<file path="src/rtl/osh_pkg.sv">
package osh_pkg;
  // order of the synchronized control bits inside one channel
  typedef struct packed {
    logic clr;
    logic fall;
    logic rise;
  } osh_pins_t;
  localparam int unsigned OSH_PIN_BITS = $bits(osh_pins_t);
endpackage

</file>
<file path="src/rtl/osh_sync.sv">
module osh_sync #(
  parameter int unsigned BITS   = 3,
  parameter int unsigned STAGES = 2
) (
  input  logic            clk,
  input  logic            rst_n,
  input  logic [BITS-1:0] d,
  output logic [BITS-1:0] q
);
  logic [STAGES-1:0][BITS-1:0] stg;

  always_ff @(posedge clk or negedge rst_n) begin
    if (!rst_n) begin
      stg <= '0;
    end else begin
      stg[0] <= d;
      for (int s = 1; s < int'(STAGES); s++) begin
        stg[s] <= stg[s-1];
      end
    end
  end

  assign q = stg[STAGES-1];
endmodule

</file>
<file path="src/rtl/osh_chan.sv">
module osh_chan
  import osh_pkg::*;
#(
  parameter int unsigned CNT_W   = 16,
  parameter int unsigned RECOVER = 2
) (
  input  logic             clk,
  input  logic             rst_n,
  input  osh_pins_t        pins,
  input  logic [CNT_W-1:0] width,
  output logic             q,
  output logic             qn
);
  localparam int unsigned RW = (RECOVER > 1) ? $clog2(RECOVER) : 1;

  logic             rise_d, fall_d;
  logic             edge_rise, edge_fall, trig;
  logic             blk_q, blk_d;
  logic [RW-1:0]    rec_q, rec_d;
  logic             run_q, run_d, qn_q;
  logic [CNT_W-1:0] cnt_q, cnt_d;
  logic             cnt_en, blk_en;

  assign edge_rise = pins.rise & ~rise_d;
  assign edge_fall = ~pins.fall & fall_d;
  assign trig      = pins.clr & ~blk_q &
                     ((edge_rise & pins.fall) | (edge_fall & ~pins.rise));

  // clear latch with fixed recovery
  always_comb begin
    blk_d = blk_q;
    rec_d = rec_q;
    if (!pins.clr) begin
      blk_d = 1'b1;
      rec_d = RW'(RECOVER - 1);
    end else if (blk_q) begin
      if (rec_q == '0) blk_d = 1'b0;
      else             rec_d = rec_q - RW'(1);
    end
  end
  assign blk_en = ~pins.clr | blk_q;

  // pulse timer
  always_comb begin
    run_d = run_q;
    cnt_d = cnt_q;
    if (!pins.clr) begin
      run_d = 1'b0;
      cnt_d = '0;
    end else if (trig) begin
      run_d = 1'b1;
      cnt_d = (width == '0) ? '0 : width - CNT_W'(1);
    end else if (run_q) begin
      if (cnt_q == '0) run_d = 1'b0;
      else             cnt_d = cnt_q - CNT_W'(1);
    end
  end
  assign cnt_en = ~pins.clr | trig | run_q;

  always_ff @(posedge clk or negedge rst_n) begin
    if (!rst_n) begin
      rise_d <= 1'b0;
      fall_d <= 1'b0;
    end else begin
      rise_d <= pins.rise;
      fall_d <= pins.fall;
    end
  end

  always_ff @(posedge clk or negedge rst_n) begin
    if (!rst_n) begin
      blk_q <= 1'b0;
      rec_q <= '0;
    end else if (blk_en) begin
      blk_q <= blk_d;
      rec_q <= rec_d;
    end
  end

  always_ff @(posedge clk or negedge rst_n) begin
    if (!rst_n) begin
      run_q <= 1'b0;
      qn_q  <= 1'b1;
      cnt_q <= '0;
    end else if (cnt_en) begin
      run_q <= run_d;
      qn_q  <= ~run_d;
      cnt_q <= cnt_d;
    end
  end

  assign q  = run_q;
  assign qn = qn_q;
endmodule

</file>
<file path="src/rtl/pulse_pair_oneshot.sv">
module pulse_pair_oneshot
  import osh_pkg::*;
#(
  parameter int unsigned CH          = 2,
  parameter int unsigned CNT_W       = 16,
  parameter int unsigned SYNC_STAGES = 2,
  parameter int unsigned RECOVER     = 2
) (
  input  logic                clk,
  input  logic                rst_n,
  input  logic [CH-1:0]       trig_rise,
  input  logic [CH-1:0]       trig_fall,
  input  logic [CH-1:0]       clr_n,
  input  logic [CH*CNT_W-1:0] width_cyc,
  output logic [CH-1:0]       pulse,
  output logic [CH-1:0]       pulse_n
);
  logic [1:0] rst_pipe;
  logic       core_rst_n;

  always_ff @(posedge clk or negedge rst_n) begin
    if (!rst_n) rst_pipe <= '0;
    else        rst_pipe <= {rst_pipe[0], 1'b1};
  end
  assign core_rst_n = rst_pipe[1];

  for (genvar g = 0; g < int'(CH); g++) begin : g_ch
    osh_pins_t raw, syn;
    assign raw = '{clr: clr_n[g], fall: trig_fall[g], rise: trig_rise[g]};

    osh_sync #(.BITS(OSH_PIN_BITS), .STAGES(SYNC_STAGES)) u_sync (
      .clk   (clk),
      .rst_n (core_rst_n),
      .d     (raw),
      .q     (syn)
    );

    osh_chan #(.CNT_W(CNT_W), .RECOVER(RECOVER)) u_chan (
      .clk   (clk),
      .rst_n (core_rst_n),
      .pins  (syn),
      .width (width_cyc[g*CNT_W +: CNT_W]),
      .q     (pulse[g]),
      .qn    (pulse_n[g])
    );
  end
endmodule


</file>
<file path="config.mk">
export PLATFORM = sky130hd
export DESIGN_NAME = pulse_pair_oneshot
export DESIGN_NICKNAME = d
export VERILOG_FILES = /design/src/rtl/osh_pkg.sv /design/src/rtl/osh_sync.sv /design/src/rtl/osh_chan.sv /design/src/rtl/pulse_pair_oneshot.sv
export SDC_FILE = /design/constraint.sdc
export NUM_CORES = 1
export LEC_CHECK = 0
export BUFFER_PORTS_ARGS = -buffer_cell sky130_fd_sc_hd__buf_2
export CAP_MARGIN = 20
export CORE_MARGIN = 8
export CORE_UTILIZATION = 50
export CTS_BUF_LIST = sky130_fd_sc_hd__clkbuf_2 sky130_fd_sc_hd__clkbuf_4 sky130_fd_sc_hd__clkbuf_8
export DETAILED_ROUTE_END_ITERATION = 16
export PLACE_DENSITY = 0.8
export SYNTH_ARGS = -nofsm -noshare
export SYNTH_HDL_FRONTEND = slang
export SYNTH_HIERARCHICAL = 1
export SYNTH_SLANG_ARGS = --single-unit
</file>
<file path="constraint.sdc">
create_clock -name clk -period 2.2 [get_ports clk]
set_clock_uncertainty 0.1 [all_clocks]
set_input_delay 0.44 -clock clk [delete_from_list [all_inputs] [get_ports clk]]
set_output_delay 0.44 -clock clk [all_outputs]
set_load 0.01 [all_outputs]
</file>
==> impl_metrics.xml <==
<?xml version="1.0" encoding="UTF-8"?>
<metrics>
  <group name="hold_path">
    <metric name="worst_hold_path.num_cells" unit="">1</metric>
    <metric name="hold_path.startpoint" unit="">trig_rise[1]</metric>
    <metric name="hp-class" unit="">primary input to flop</metric>
  </group>
  <group name="synth">
    <metric name="synth.net_count" unit="">406</metric>
    <metric name="synth_largest_area_cell" unit="">sky130_fd_sc_hd__dfrtp_1</metric>
    <metric name="syn-mean-instance-area" unit="um^2">9.540</metric>
    <metric name="synth_async_sr_flop_share" unit="%">100.0</metric>
    <metric name="yosys.area.top_type_share" unit="%">40.80</metric>
    <metric name="synth.cell_area" unit="um^2">3435</metric>
    <metric name="yosysWarnings" unit="">6</metric>
    <metric name="yosysSeqAreaShare" unit="%">42.33</metric>
    <metric name="synth-main-ff-cell" unit="">sky130_fd_sc_hd__dfrtp_1</metric>
    <metric name="synth_edf_count" unit="">0</metric>
    <metric name="synthesized_flop_and_latch_total" unit="">58</metric>
    <metric name="ys_types" unit="">65</metric>
    <metric name="synth.area.top_cells" unit="">sky130_fd_sc_hd__dfrtp_1 41%, sky130_fd_sc_hd__xnor2_1 5.1%, sky130_fd_sc_hd__xor2_1 4.1%, sky130_fd_sc_hd__o22ai_1 3.3%, sky130_fd_sc_hd__nand2_1 3.1%</metric>
    <metric name="netlist_instances" unit="">360</metric>
  </group>
  <group name="power">
    <metric name="cellPowerDensity" unit="nW/um^2">720.5</metric>
    <metric name="power.ir.vdd_worst" unit="uV">744.7</metric>
    <metric name="power.share.clock" unit="%">39.7</metric>
    <metric name="switching_power" unit="mW">0.8957</metric>
    <metric name="part_of_the_power_in_combinational_logic" unit="%">21.7</metric>
    <metric name="internal_power" unit="mW">2.205</metric>
    <metric name="power_switching_share" unit="%">28.88</metric>
    <metric name="seqPwrFrac" unit="%">38.6</metric>
    <metric name="cellLeakagePower" unit="nW">1.899</metric>
  </group>
  <group name="final_layout">
    <metric name="diodes" unit="">0</metric>
    <metric name="drive_above_1_share" unit="%">29.87</metric>
    <metric name="synthToLayoutAreaGrowth" unit="%">25.32</metric>
    <metric name="final_design_area_no_fill" unit="um^2">4304</metric>
    <metric name="finish.net_count" unit="">493</metric>
    <metric name="mostFrequentLayoutCell" unit="">sky130_fd_sc_hd__dfrtp_1</metric>
    <metric name="layout_common_cells" unit="">55 x sky130_fd_sc_hd__dfrtp_1, 48 x sky130_fd_sc_hd__buf_4, 43 x sky130_fd_sc_hd__buf_2</metric>
    <metric name="post_layout_nonfiller_instances" unit="">532</metric>
  </group>
  <group name="drt">
    <metric name="number_of_drc_markers_in_iteration_0" unit="">166</metric>
    <metric name="via_count" unit="">3072</metric>
    <metric name="drt_drc_violations_left" unit="">0</metric>
    <metric name="drt_first_pass_iters" unit="">4</metric>
    <metric name="detail_route.wl_per_cell" unit="um">16.06</metric>
    <metric name="drt-vias-per-instance" unit="">5.774</metric>
    <metric name="wl" unit="um">8543</metric>
    <metric name="detail-route-antenna-nets" unit="">0</metric>
  </group>
  <group name="grt">
    <metric name="grt_pass1_vias" unit="">3192</metric>
    <metric name="antenna_found_initial" unit="">0</metric>
    <metric name="grt_overflow_total" unit="">0</metric>
    <metric name="global_route_wire_length_before_repair" unit="um">14170</metric>
    <metric name="track_usage" unit="%">17.89</metric>
    <metric name="grt_max_degree" unit="">29</metric>
  </group>
  <group name="critical_path">
    <metric name="crit_fanout" unit="">3</metric>
    <metric name="worstPathRequired" unit="ps">2370</metric>
    <metric name="critical_path.startpoint" unit="">g_ch[0].u_chan/cnt_q[8]$_DFFE_PN0P_</metric>
    <metric name="timing.setup.critical_path_class" unit="">flop to flop</metric>
    <metric name="worst_r2r_startpoint" unit="">g_ch[0].u_chan/cnt_q[8]$_DFFE_PN0P_</metric>
    <metric name="rrSetupSlack" unit="ps">70</metric>
    <metric name="cp_data_arrival_time" unit="ps">2290</metric>
    <metric name="r2r_cells" unit="">5</metric>
    <metric name="critPathLaunchType" unit="">flop</metric>
    <metric name="worstSetupEndpointType" unit="">flop</metric>
  </group>
  <group name="timing">
    <metric name="worst_slew_margin_rel" unit="%">59.67</metric>
    <metric name="finalCriticalPeriod" unit="ps">2127</metric>
    <metric name="max_freq" unit="MHz">470.2</metric>
    <metric name="post-route-period-util" unit="%">96.68</metric>
    <metric name="worst_slew_pin_slew" unit="ps">604.9</metric>
    <metric name="finalHoldViolCount" unit="">0</metric>
    <metric name="slew_violations" unit="">0</metric>
    <metric name="grt_setup_unrepaired" unit="">true</metric>
    <metric name="setup-violations-final" unit="">0</metric>
  </group>
  <group name="placement">
    <metric name="post_detailed_placement_cell_area" unit="um^2">3989</metric>
    <metric name="numPortBuffers" unit="">43</metric>
    <metric name="gp_congestion" unit="">0.9143</metric>
    <metric name="placed_cells" unit="">513</metric>
    <metric name="hpwl" unit="um">6528</metric>
  </group>
  <group name="job">
    <metric name="max-cap-violations" unit="">0</metric>
  </group>
  <group name="clock_tree">
    <metric name="cts_max_path_buffers" unit="">2</metric>
    <metric name="htree_num_levels" unit="">3</metric>
    <metric name="cts_root_buffer" unit="">sky130_fd_sc_hd__clkbuf_8</metric>
    <metric name="tritoncts" unit="">done</metric>
    <metric name="clk_transition_reported_paths" unit="ps">80</metric>
    <metric name="total_clock_buffers_created_by_cts" unit="">9</metric>
    <metric name="clkLatencyLatePin" unit="ps">340</metric>
    <metric name="cts_sink_cnt" unit="">58</metric>
  </group>
  <group name="floorplan">
    <metric name="rows" unit="">30</metric>
    <metric name="fp.dieW" unit="um">98.88</metric>
    <metric name="core" unit="um^2">6719</metric>
    <metric name="initial_core_util" unit="%">51.12</metric>
    <metric name="floorplan.die_area" unit="um^2">9777</metric>
    <metric name="io_pins" unit="">44</metric>
    <metric name="die_h" unit="um">98.88</metric>
  </group>
  <group name="run_status">
    <metric name="status" unit="">completed</metric>
  </group>
</metrics>
## power by group through the flow
stage          clock network [mW]  registers (mW)  logic [mW]
2_1_floorplan                   0            1.21       0.396
3_3_place_gp                    0            1.21       0.621
3_5_place_dp                    0            1.21       0.640
4_1_cts                      1.25            1.19       0.646
5_1_grt                      1.29            1.21       0.746
6_report                     1.23            1.20       0.673
## worst paths after layout
kind	end
setup / recovery	g_ch[0].u_chan/cnt_q[14]$_DFFE_PN0P_
hold / removal	g_ch[1].u_sync/stg[0]$_DFF_PN0_
setup reg to reg	g_ch[0].u_chan/cnt_q[14]$_DFFE_PN0P_
hold reg to reg	g_ch[0].u_chan/rec_q$_DFFE_PN0P_
max in group asynchronous	g_ch[1].u_chan/qn$_DFFE_PN1P_
min in group asynchronous	g_ch[0].u_chan/rec_q$_DFFE_PN0P_
## flip-flops by register name, indices dropped and copies added, names as in the netlist
signal              count
g_ch.u_chan/blk_q       2
g_ch.u_chan/q           2
g_ch.u_chan/cnt_q      32
g_ch.u_chan/rec_q       2
g_ch.u_sync/q           6
g_ch.u_chan/rise_d      2
g_ch.u_sync/stg         6
g_ch.u_chan/fall_d      2
g_ch.u_chan/qn          2
rst_pipe                2
## synth_stat cells (all sizes together), types with 5 or more instances
| library cell | instances |
|---|---|
| nor4 | 16 |
| nor3 | 14 |
| nand3b | 5 |
| xor2 | 16 |
| or3 | 6 |
| o31ai | 5 |
| clkbuf | 5 |
| buf | 11 |
| nand4 | 6 |
| ha | 6 |
| o22ai | 19 |
| nand3 | 12 |
| xnor2 | 20 |
| nor2 | 26 |
| dfrtp | 56 |
| o21a | 6 |
| inv | 17 |
| o21ai | 12 |
| or4 | 5 |
| a21oi | 12 |
| nand2 | 29 |
## critical path, cell delays in order, from the launching register on
cell	delay, ps
sky130_fd_sc_hd__dfrtp_1	390
sky130_fd_sc_hd__or4_4	570
sky130_fd_sc_hd__nor3_4	140
sky130_fd_sc_hd__or4b_4	480
sky130_fd_sc_hd__xor2_1	170
sky130_fd_sc_hd__a211oi_2	200
## repair_timing
item,in CTS,in global routing
setup endpoints to repair,0,10
hold buffers,1,0
hold endpoints to repair,2,0
buffers inserted,0,2
gates resized for setup,0,10
## routing by layer
metal | part of all wire, % | track usage, % | vias to the layer above
li1 | - | - | 1513
met1 | 42 | 20.32 | 1467
met2 | 53 | 31.60 | 79
met3 | 4.3 | 3.665 | 13
met4 | 1.5 | 7.792 | 0
met5 | 0 | 0 | -
## final cells by class
| cell class | count | area (um^2) |
|---|---|---|
| Clock buffer | 9 | 123.9 |
| Inverter | 17 | 63.81 |
| Timing Repair Buffer | 92 | 585.6 |
| Multi-Input combinational cell | 269 | 1851 |
| Sequential cell | 58 | 1455 |
| Clock inverter | 7 | 125.1 |
| Tap cell | 80 | 100.1 |
| Fill cell | 542 | 2415 |
## cells by family (layout without fill, tap and decap cells)
family	Yosys count	after routing	share of synthesized area, %
simple gates	141	141	23.28
compound gates	80	80	16.43
flops	58	58	42.33
xor+xnor	36	36	9.180
buf+inv	33	125	4.991
fa+ha+maj	6	6	2.186
mux	5	5	1.494
other cells	1	1	0.1092
## stage by stage
| stage | utilization [%] | hold WS [ps] | TNS [ps] | setup WS, ps | power (mW) |
|---|---|---|---|---|---|
| after floorplan | - | 44.41 | 0 | 14.77 | 1.607 |
| after global placement | 59.37 | 126.9 | -1588 | -142.8 | 1.830 |
| after detailed placement | 59.37 | 128.5 | -1808 | -170.0 | 1.854 |
| after CTS | 63.22 | 80.71 | 0 | 35.77 | 3.094 |
| after global routing | 64.06 | 78.09 | -53.45 | -43.07 | 3.243 |
| final | 64.06 | 101.2 | 0 | 73.03 | 3.101 |
No activity file was read; power rests on OpenSTA's default activity.
